==> config.mk <==
export PLATFORM = sky130hd
export DESIGN_NAME = mbr_scanner
export DESIGN_NICKNAME = d
export VERILOG_FILES = /design/src/rtl/mbr_pkg.sv /design/src/rtl/mbr_stream_tracker.sv /design/src/rtl/mbr_entry_capture.sv /design/src/rtl/mbr_verdict.sv /design/src/rtl/mbr_scanner.sv
export SDC_FILE = /design/constraint.sdc
export NUM_CORES = 1
export LEC_CHECK = 0
export BUFFER_PORTS_ARGS = -buffer_cell sky130_fd_sc_hd__buf_2
export CORE_MARGIN = 2
export CORE_UTILIZATION = 45
export DETAILED_ROUTE_END_ITERATION = 7
export RECOVER_POWER = 50
export SLEW_MARGIN = 40
export SYNTH_ARGS = -nofsm -noshare
export SYNTH_HDL_FRONTEND = slang
export SYNTH_SLANG_ARGS = --single-unit
==> constraint.sdc <==
create_clock -name clk_i -period 8.45 [get_ports clk_i]
set_input_delay 1.2675 -clock clk_i [delete_from_list [all_inputs] [get_ports clk_i]]
set_output_delay 1.2675 -clock clk_i [all_outputs]
set_load 0.005 [all_outputs]
==> src/rtl/mbr_pkg.sv <==
package mbr_pkg;
  localparam logic [7:0] STAT_BOOT = 8'h80;
  localparam logic [7:0] STAT_IDLE = 8'h00;
  localparam logic [7:0] SIG_LO    = 8'h55;
  localparam logic [7:0] SIG_HI    = 8'hAA;
  localparam int FLD_STATUS = 0;
  localparam int FLD_TYPE   = 4;
  localparam int FLD_LBA    = 8;
  localparam int FLD_CNT    = 12;

  typedef struct packed {
    logic [31:0] lba;
    logic [31:0] cnt;
    logic [7:0]  ptype;
  } part_info_t;

  typedef struct packed {
    logic ok;
    logic sig;
    logic status;
    logic multi;
    logic none;
    logic len;
  } verdict_t;
endpackage

==> src/rtl/mbr_stream_tracker.sv <==
module mbr_stream_tracker #(
  parameter int SECTOR_BYTES = 512,
  parameter int TABLE_OFFSET = 446,
  parameter int ENTRY_BYTES  = 16,
  parameter int NUM_ENTRIES  = 4,
  parameter int IDX_W        = 9,
  parameter int ENTRY_W      = 4,
  parameter int ENT_W        = 2
) (
  input  logic               clk_i,
  input  logic               rst_ni,
  input  logic               valid_i,
  input  logic               last_i,
  input  logic [IDX_W-1:0]   idx_i,
  output logic               take_o,
  output logic               end_ok_o,
  output logic               err_o,
  output logic               tbl_o,
  output logic               sig_lo_o,
  output logic [ENT_W-1:0]   ent_o,
  output logic [ENTRY_W-1:0] fld_o
);
  localparam int TABLE_END = TABLE_OFFSET + NUM_ENTRIES * ENTRY_BYTES;
  localparam logic [IDX_W-1:0] LAST_POS = IDX_W'(SECTOR_BYTES - 1);
  localparam logic [IDX_W-1:0] SIG_POS  = IDX_W'(SECTOR_BYTES - 2);
  localparam logic [IDX_W-1:0] TBL_LO   = IDX_W'(TABLE_OFFSET);
  localparam logic [IDX_W-1:0] TBL_HI   = IDX_W'(TABLE_END);

  logic [IDX_W-1:0] pos_q;
  logic             flush_q;
  logic             at_end, live, bad;
  logic [IDX_W-1:0] rel;

  assign at_end = (pos_q == LAST_POS);
  assign live   = valid_i && !flush_q;
  assign bad    = live && ((idx_i != pos_q) || (last_i != at_end));

  assign take_o   = live && !bad;
  assign end_ok_o = take_o && at_end;
  assign err_o    = bad;
  assign sig_lo_o = take_o && (pos_q == SIG_POS);
  assign tbl_o    = (pos_q >= TBL_LO) && (pos_q < TBL_HI);
  assign rel      = pos_q - TBL_LO;
  assign ent_o    = ENT_W'(rel >> ENTRY_W);
  assign fld_o    = ENTRY_W'(rel);

  always_ff @(posedge clk_i or negedge rst_ni) begin
    if (!rst_ni) begin
      pos_q   <= '0;
      flush_q <= 1'b0;
    end else if (valid_i) begin
      if (flush_q) begin
        if (last_i) flush_q <= 1'b0;
      end else if (bad) begin
        pos_q   <= '0;
        flush_q <= !last_i;
      end else if (at_end) begin
        pos_q <= '0;
      end else begin
        pos_q <= pos_q + 1'b1;
      end
    end
  end
endmodule

==> src/rtl/mbr_entry_capture.sv <==
module mbr_entry_capture
  import mbr_pkg::*;
#(
  parameter int ENTRY_BYTES = 16,
  parameter int ENTRY_W     = 4
) (
  input  logic               clk_i,
  input  logic               rst_ni,
  input  logic               take_i,
  input  logic               tbl_i,
  input  logic [ENTRY_W-1:0] fld_i,
  input  logic [7:0]         data_i,
  output logic               entry_done_o,
  output logic               boot_o,
  output logic               status_err_o,
  output part_info_t         info_o
);
  logic [7:0]  status_q, ptype_q;
  logic [31:0] lba_q;
  logic [23:0] cnt_q;
  logic        sel;
  int          f;

  assign sel = take_i && tbl_i;
  assign f   = int'(fld_i);

  always_ff @(posedge clk_i or negedge rst_ni) begin
    if (!rst_ni) begin
      status_q <= '0;
      ptype_q  <= '0;
      lba_q    <= '0;
      cnt_q    <= '0;
    end else if (sel) begin
      if (f == FLD_STATUS) status_q <= data_i;
      if (f == FLD_TYPE)   ptype_q  <= data_i;
      if (f >= FLD_LBA && f < FLD_LBA + 4) lba_q <= {data_i, lba_q[31:8]};
      if (f >= FLD_CNT && f < FLD_CNT + 3) cnt_q <= {data_i, cnt_q[23:8]};
    end
  end

  // final count byte is still on the bus when the entry completes
  assign entry_done_o = sel && (f == ENTRY_BYTES - 1);
  assign boot_o       = (status_q == STAT_BOOT) && (ptype_q != 8'h00);
  assign status_err_o = sel && (f == FLD_STATUS) &&
                        (data_i != STAT_BOOT) && (data_i != STAT_IDLE);
  assign info_o.lba   = lba_q;
  assign info_o.cnt   = {data_i, cnt_q};
  assign info_o.ptype = ptype_q;
endmodule

==> src/rtl/mbr_verdict.sv <==
module mbr_verdict
  import mbr_pkg::*;
#(
  parameter int ENT_W = 2
) (
  input  logic             clk_i,
  input  logic             rst_ni,
  input  logic             end_ok_i,
  input  logic             err_i,
  input  logic             sig_lo_i,
  input  logic             entry_done_i,
  input  logic             boot_i,
  input  logic             status_err_i,
  input  logic [ENT_W-1:0] ent_i,
  input  part_info_t       info_i,
  input  logic [7:0]       data_i,
  output logic             done_o,
  output verdict_t         verdict_o,
  output part_info_t       result_o,
  output logic [ENT_W-1:0] part_idx_o
);
  logic [1:0]       act_q;
  logic             stat_q, lo_ok_q;
  part_info_t       sel_q;
  logic [ENT_W-1:0] sel_idx_q;
  logic             sig_ok, accept;

  assign sig_ok = lo_ok_q && (data_i == SIG_HI);
  assign accept = sig_ok && (act_q == 2'd1) && !stat_q;

  always_ff @(posedge clk_i or negedge rst_ni) begin
    if (!rst_ni) begin
      act_q     <= '0;
      stat_q    <= 1'b0;
      lo_ok_q   <= 1'b0;
      sel_q     <= '0;
      sel_idx_q <= '0;
    end else if (err_i || end_ok_i) begin
      act_q     <= '0;
      stat_q    <= 1'b0;
      lo_ok_q   <= 1'b0;
      sel_q     <= '0;
      sel_idx_q <= '0;
    end else begin
      if (entry_done_i && boot_i) begin
        act_q <= (act_q == 2'd2) ? 2'd2 : act_q + 2'd1;
        if (act_q == 2'd0) begin
          sel_q     <= info_i;
          sel_idx_q <= ent_i;
        end
      end
      if (status_err_i) stat_q <= 1'b1;
      if (sig_lo_i) lo_ok_q <= (data_i == SIG_LO);
    end
  end

  always_ff @(posedge clk_i or negedge rst_ni) begin
    if (!rst_ni) begin
      done_o     <= 1'b0;
      verdict_o  <= '0;
      result_o   <= '0;
      part_idx_o <= '0;
    end else begin
      done_o <= err_i || end_ok_i;
      if (err_i) begin
        verdict_o     <= '0;
        verdict_o.len <= 1'b1;
        result_o      <= '0;
        part_idx_o    <= '0;
      end else if (end_ok_i) begin
        verdict_o.ok     <= accept;
        verdict_o.sig    <= !sig_ok;
        verdict_o.status <= stat_q;
        verdict_o.multi  <= (act_q == 2'd2);
        verdict_o.none   <= (act_q == 2'd0);
        verdict_o.len    <= 1'b0;
        result_o         <= accept ? sel_q : '0;
        part_idx_o       <= accept ? sel_idx_q : '0;
      end
    end
  end
endmodule

==> src/rtl/mbr_scanner.sv <==
module mbr_scanner
  import mbr_pkg::*;
#(
  parameter int SECTOR_BYTES = 512,
  parameter int TABLE_OFFSET = 446,
  parameter int ENTRY_BYTES  = 16,
  parameter int NUM_ENTRIES  = 4,
  localparam int IDX_W   = $clog2(SECTOR_BYTES),
  localparam int ENTRY_W = $clog2(ENTRY_BYTES),
  localparam int ENT_W   = $clog2(NUM_ENTRIES)
) (
  input  logic             clk_i,
  input  logic             rst_ni,
  input  logic             valid_i,
  input  logic             last_i,
  input  logic [IDX_W-1:0] idx_i,
  input  logic [7:0]       data_i,
  output logic             done_o,
  output logic             ok_o,
  output logic [ENT_W-1:0] part_idx_o,
  output logic [31:0]      start_lba_o,
  output logic [31:0]      sect_cnt_o,
  output logic [7:0]       part_type_o,
  output logic             err_sig_o,
  output logic             err_status_o,
  output logic             err_multi_o,
  output logic             err_none_o,
  output logic             err_len_o
);
  logic               take, end_ok, err, tbl, sig_lo;
  logic [ENT_W-1:0]   ent;
  logic [ENTRY_W-1:0] fld;
  logic               entry_done, boot, status_err;
  part_info_t         info, result;
  verdict_t           verdict;

  mbr_stream_tracker #(
    .SECTOR_BYTES(SECTOR_BYTES), .TABLE_OFFSET(TABLE_OFFSET),
    .ENTRY_BYTES(ENTRY_BYTES), .NUM_ENTRIES(NUM_ENTRIES),
    .IDX_W(IDX_W), .ENTRY_W(ENTRY_W), .ENT_W(ENT_W)
  ) u_track (
    .clk_i(clk_i), .rst_ni(rst_ni), .valid_i(valid_i), .last_i(last_i),
    .idx_i(idx_i), .take_o(take), .end_ok_o(end_ok), .err_o(err),
    .tbl_o(tbl), .sig_lo_o(sig_lo), .ent_o(ent), .fld_o(fld)
  );

  mbr_entry_capture #(
    .ENTRY_BYTES(ENTRY_BYTES), .ENTRY_W(ENTRY_W)
  ) u_entry (
    .clk_i(clk_i), .rst_ni(rst_ni), .take_i(take), .tbl_i(tbl),
    .fld_i(fld), .data_i(data_i), .entry_done_o(entry_done),
    .boot_o(boot), .status_err_o(status_err), .info_o(info)
  );

  mbr_verdict #(.ENT_W(ENT_W)) u_verdict (
    .clk_i(clk_i), .rst_ni(rst_ni), .end_ok_i(end_ok), .err_i(err),
    .sig_lo_i(sig_lo), .entry_done_i(entry_done), .boot_i(boot),
    .status_err_i(status_err), .ent_i(ent), .info_i(info),
    .data_i(data_i), .done_o(done_o), .verdict_o(verdict),
    .result_o(result), .part_idx_o(part_idx_o)
  );

  assign ok_o         = verdict.ok;
  assign err_sig_o    = verdict.sig;
  assign err_status_o = verdict.status;
  assign err_multi_o  = verdict.multi;
  assign err_none_o   = verdict.none;
  assign err_len_o    = verdict.len;
  assign start_lba_o  = result.lba;
  assign sect_cnt_o   = result.cnt;
  assign part_type_o  = result.ptype;
endmodule

---- Word level (Yosys, flattened, before mapping) ----
Cells that the tools add are included.
storage, ports and cells
  flip-flop bits (word level) ............. 241
  bits of input ports ..................... 21
  output and inout bits ................... 81
  logic and storage cells ................. 112
cells by class
  add/subtract/negate cells ............... 3
  order comparisons ....................... 6
  equal/unequal tests ..................... 12
  muxes and demuxes ....................... 26
  bitwise operators ....................... 1
  reduce and logical (&&, ||, !) cells .... 40
operators by type and width
  operator                                        count
  2-to-1 mux 72 bit                               6
  logical NOT 32 bit                              1
  == test 9 bit (second input constant)           2
  logical AND 1 bit                               18
  2-to-1 mux 2 bit                                9
  2-to-1 mux 9 bit                                2
  == test 8 bit (second input constant)           2
  nonzero test 8 bit                              2
  2-to-1 mux 6 bit                                2
  AND reduction 2 bit                             6
  nonzero test 2 bit                              5
  adder 9 x 1 -> 9 bit (second input constant)    1
  >= comparator 9 bit (second input constant)     1
  < comparator 9 bit (second input constant)      1
  inequality test 9 bit                           1
  == test 8 x 7 -> 1 bit (second input constant)  1
  >= comparator 4 bit (second input constant)     2
  < comparator 4 bit (second input constant)      2
  inequality test 8 bit (second input constant)   1
  2-to-1 mux 1 bit                                7
  subtractor 6 bit (second input constant)        1
  logical NOT 1 bit                               5
  == test 4 x 1 -> 1 bit (second input constant)  1
  == test 4 bit (second input constant)           1
  7 further kinds                                 8

---- Longest topological paths before layout ----
  depth after elaboration ................. 12
  mapped depth ............................ 13
  gate-level depth less buffers ........... 10

---- By module ----
A second synthesis with hierarchy kept.
unflattened totals
  cell total of the unflattened synthesis .. 650
  area, all modules ....................... 9466.6 µm²
by module, submodules not included
  module              instances  cells each  area an instance (µm²)  seq. area each (µm²)
  mbr_verdict         1          382         5751.8                  3978.8
  mbr_entry_capture   1          175         2849.0                  1801.7
  mbr_stream_tracker  1          93          865.8                   250.2

---- Worst setup path after synthesis ----
No wires, ideal clock.
  path kind ............................... input-to-reg
  start ................................... input last_i
  end ..................................... register u_entry.lba_q[22]
  library setup time ...................... 0.125 ns
  arrival time ............................ 2.961 ns
  data required time ...................... 8.325 ns
  setup slack ............................. 5.364 ns
  stages on the path ...................... 7
  buffers on the path ..................... 2
  cell sequence ........................... xnor2_1 > nand4_4 > nor3_1 > and3_1 > clkbuf_1 > buf_2 > mux2_2
between the ends
  word-level cells in the longest chain between the ends .. 7
RTL lines
  what                           line                      text
  start, declared                mbr_scanner.sv:15         input logic last_i,
  inequality test 1 bit          mbr_stream_tracker.sv:36  assign bad = live && ((idx_i != pos_q) || (last_i != at_end));
  logical OR 1 bit               mbr_stream_tracker.sv:36
  logical AND 1 bit              mbr_stream_tracker.sv:36
  logical NOT 1 bit              mbr_stream_tracker.sv:38  assign take_o = live && !bad;
  logical AND 1 bit              mbr_stream_tracker.sv:38
  logical AND 1 bit              mbr_entry_capture.sv:24   assign sel = take_i && tbl_i;
  AND reduction 2 bit (no line)  n/a
  end signal, assigned           mbr_entry_capture.sv:36   if (f >= FLD_LBA && f < FLD_LBA + 4) lba_q <= {data_i, lba_q[31:8]};
  end, declared                  mbr_entry_capture.sv:19   logic [31:0] lba_q;
Every way passes these cells.
A chain may end at the register's enable or synchronous reset.

==> results.ini <==
[global_route]
grt.overflow.total = 0
gr-usage-all-layers_pct = 19.4
antenna_found_initial = 0
grt_pass1_vias = 6688
grt_pass1_wl_mm = 37.3
grt_max_degree = 90

[worst_setup_path]
worstRegToRegCells = 12
reg2reg_to = u_verdict.result_o[57]
crit_required_ns = 9.03
worstSetupEndpointType = async pin
timing.rr.start = u_track.pos_q[1]
cp_cell_sequence = clkbuf_1 -> clkbuf_8
cp_max_fo = 89
timing.critical_path.buf_inv = 2
startpoint_type = primary input
cp_top_family = buffers and inverters
r2r_setup_slack_ns = 4.02
crit_path_top_delay_cell = clkbuf_1
cpPeakStageDelay_ns = 3.26
critical_path_class = in2async
crit_arrival_ns = 5.73

[worst_hold_path]
hold_start = u_verdict.verdict_o[4]
holdPathStages = 2
min_to = u_verdict.verdict_o[4]
hp-class = reg2reg

[clocking]
numCtsBuffers = 26
clock-sinks = 241
cts_resized = 0
cts-root-buf = clkbuf_16
clk_path_buf_depth = 3
cts_tree = done
clk_latency_ns = 0.52
hold_buffers = 0
post_cts_buffers = 0
htree_levels = 1
clk_pin_slew_ns = 0.06

[route]
viasPerCell = 5.66
drt_pass1_iterations = 5
wire_per_inst_um = 19.2
num_vias = 6719
drt-initial-drc-count = 422
drc = 0
wl_mm = 22.8
ant_nets = 0

[layout]
drive_gt1_share_pct = 24.6
fillers = 1944
area_delta_synth_final_pct = 15.8
nets = 918
finish.utilization_pct = 53.0
design_area_um2 = 11500
num_antenna_cells = 0

[placement]
finalWeightedCongestion = 0.759
dpl_cell_area_um2 = 10600
portBuffers = 101
hpwl_mm = 13.6

[outcome]
violations = max-capacitance violations, max-slew violations
status = complete, but fails checks

[synthesis]
post-synth-top-area-fraction_pct = 60.6
ys_seq_elements = 241
avgSynthCellArea_um2 = 12.1
synth.most_common_cell = dfrtp_1
yosys_warnings = 0
synthesis.area_um2 = 9950
syn_inst = 820
yosysTopAreaCell = dfrtp_1
ys_top_cells_by_area = dfrtp_1, mux2_2, a22o_1
ys_seq_area_share_pct = 60.6
synth-async-reset-ratio_pct = 100
synth_cell_types = 49
ys.flop_type = dfrtp_1
synthTopCellsByCount = dfrtp_1, nand3_1, o21ai_0
syn_nets = 850
synth_edf_count = 0

[power]
ir_drop_mv = 0.129
p_leak_uw = 0.00558
power-per-cell-area_nw_per_um2 = 211
total_power_uw = 2440

[sta]
slew_headroom_pct = -216
rsz0062_at_grt = false
hold_viol = 0
finalSetupViolCount = 0
fmax_ghz = 0.194
tns_ns = 0
fin_skew_ns = 0.00926
finalCritPeriodShare_pct = 60.9
maxSlewViolCount = 90
tightestPinTransition_ns = 4.74
min_period_ns = 5.15

[floorplan]
die_h_um = 153
die-area_um2 = 23300
initial_core_util_pct = 45.8
rows = 54
core_um2 = 21800
die_width_um = 153
pin_count = 102

[flow_run]
max-cap-violations = 1

## cell families (layout without fill, tap and decap cells)
kind of cell	after synthesis	count (layout)	synth area share [%]
buffers and inverters	83	170	3.75
AND/OR/NAND/NOR	147	147	8.50
AO/OA/AOI/OAI	252	252	16.2
adder cells (fa/ha/maj)	9	9	1.13
flip-flops	241	241	60.6
multiplexers	74	74	8.36
XOR/XNOR	14	14	1.46
## area by class of cell
type / count / area, µm² / share of cell area (%)
Clock buffer: 39 / 791 / 6.86
Tap cell: 280 / 350 / 3.04
Inverter: 9 / 33.8 / 0.293
Sequential cell: 241 / 6030 / 52.3
Multi-Input combinational cell: 496 / 3570 / 31.0
Timing Repair Buffer: 114 / 614 / 5.33
Clock inverter: 8 / 140 / 1.22
## report_power, final
group / internal (µW) / switching [µW]
clock network: 765 / 450
registers: 1160 / 0.443
logic: 10.4 / 54.1
## placed cells by master (no fill, tap or decap), drive strengths merged, types with 2 or more instances in the layout
cell type	n
a21o	3
a32o	3
xnor2	14
a22o	78
nand4	5
dfrtp	241
nand2	20
clkbuf	54
ha	9
o21ai	81
mux2	73
nor3	4
nor4	10
or3	2
buf	99
a21oi	80
nand3	86
bufinv	4
nor2	4
nor4b	3
and3	3
inv	9
clkinv	4
## worst max path at each step
stage	start	to	slack, ns	cells after the start
after CTS	u_track.pos_q[0]	u_verdict.result_o[18]	3.97	12
after global routing	rst_ni	u_track.pos_q[7]	2.36	1
after floorplan	last_i	u_entry.lba_q[22]	5.36	7
after global placement	u_track.pos_q[1]	u_verdict.result_o[53]	4.14	12
final	rst_ni	u_verdict.sel_q[34]	3.30	2
after detailed placement	u_track.pos_q[1]	u_verdict.result_o[11]	4.04	12
## state kept, by name, summed over array words and instances, names as in the netlist, 2 cells and up
name / count
u_verdict.sel_q: 72
u_verdict.part_idx_o: 2
u_entry.cnt_q: 24
u_entry.ptype_q: 8
u_verdict.act_q: 2
u_entry.lba_q: 32
u_entry.status_q: 8
u_track.pos_q: 9
u_verdict.result_o: 72
u_verdict.sel_idx_q: 2
u_verdict.verdict_o: 6
## per-stage QoR
stage	cells	hold WS, ns	worst slack (ns)
2_1_floorplan	820	0.460	5.36
3_3_place_gp	1139	0.456	4.14
3_5_place_dp	1139	0.458	4.04
4_1_cts	1186	0.476	3.97
5_1_grt	1187	0.505	2.36
6_report	1187	0.470	3.30
## routing by layer
metal,vias to the layer above,share of wire [%],GRT usage (%)
met1,3409,46,28.1
li1,3140,-,-
met3,28,4.3,3.16
met2,142,47,31.1
met5,-,0,0
met4,0,1.9,4.45
## worst reg2reg max path: cells and delay by family (launching register included)
kind | cells | cell delay (ns)
adder cells (fa/ha/maj) | 2 | 0.70
XOR/XNOR | 1 | 0.22
flip-flops | 1 | 0.49
AND/OR/NAND/NOR | 6 | 1.82
AO/OA/AOI/OAI | 1 | 0.26
buffers and inverters | 2 | 0.87
Note: power is estimated with default switching activity, not from simulation.
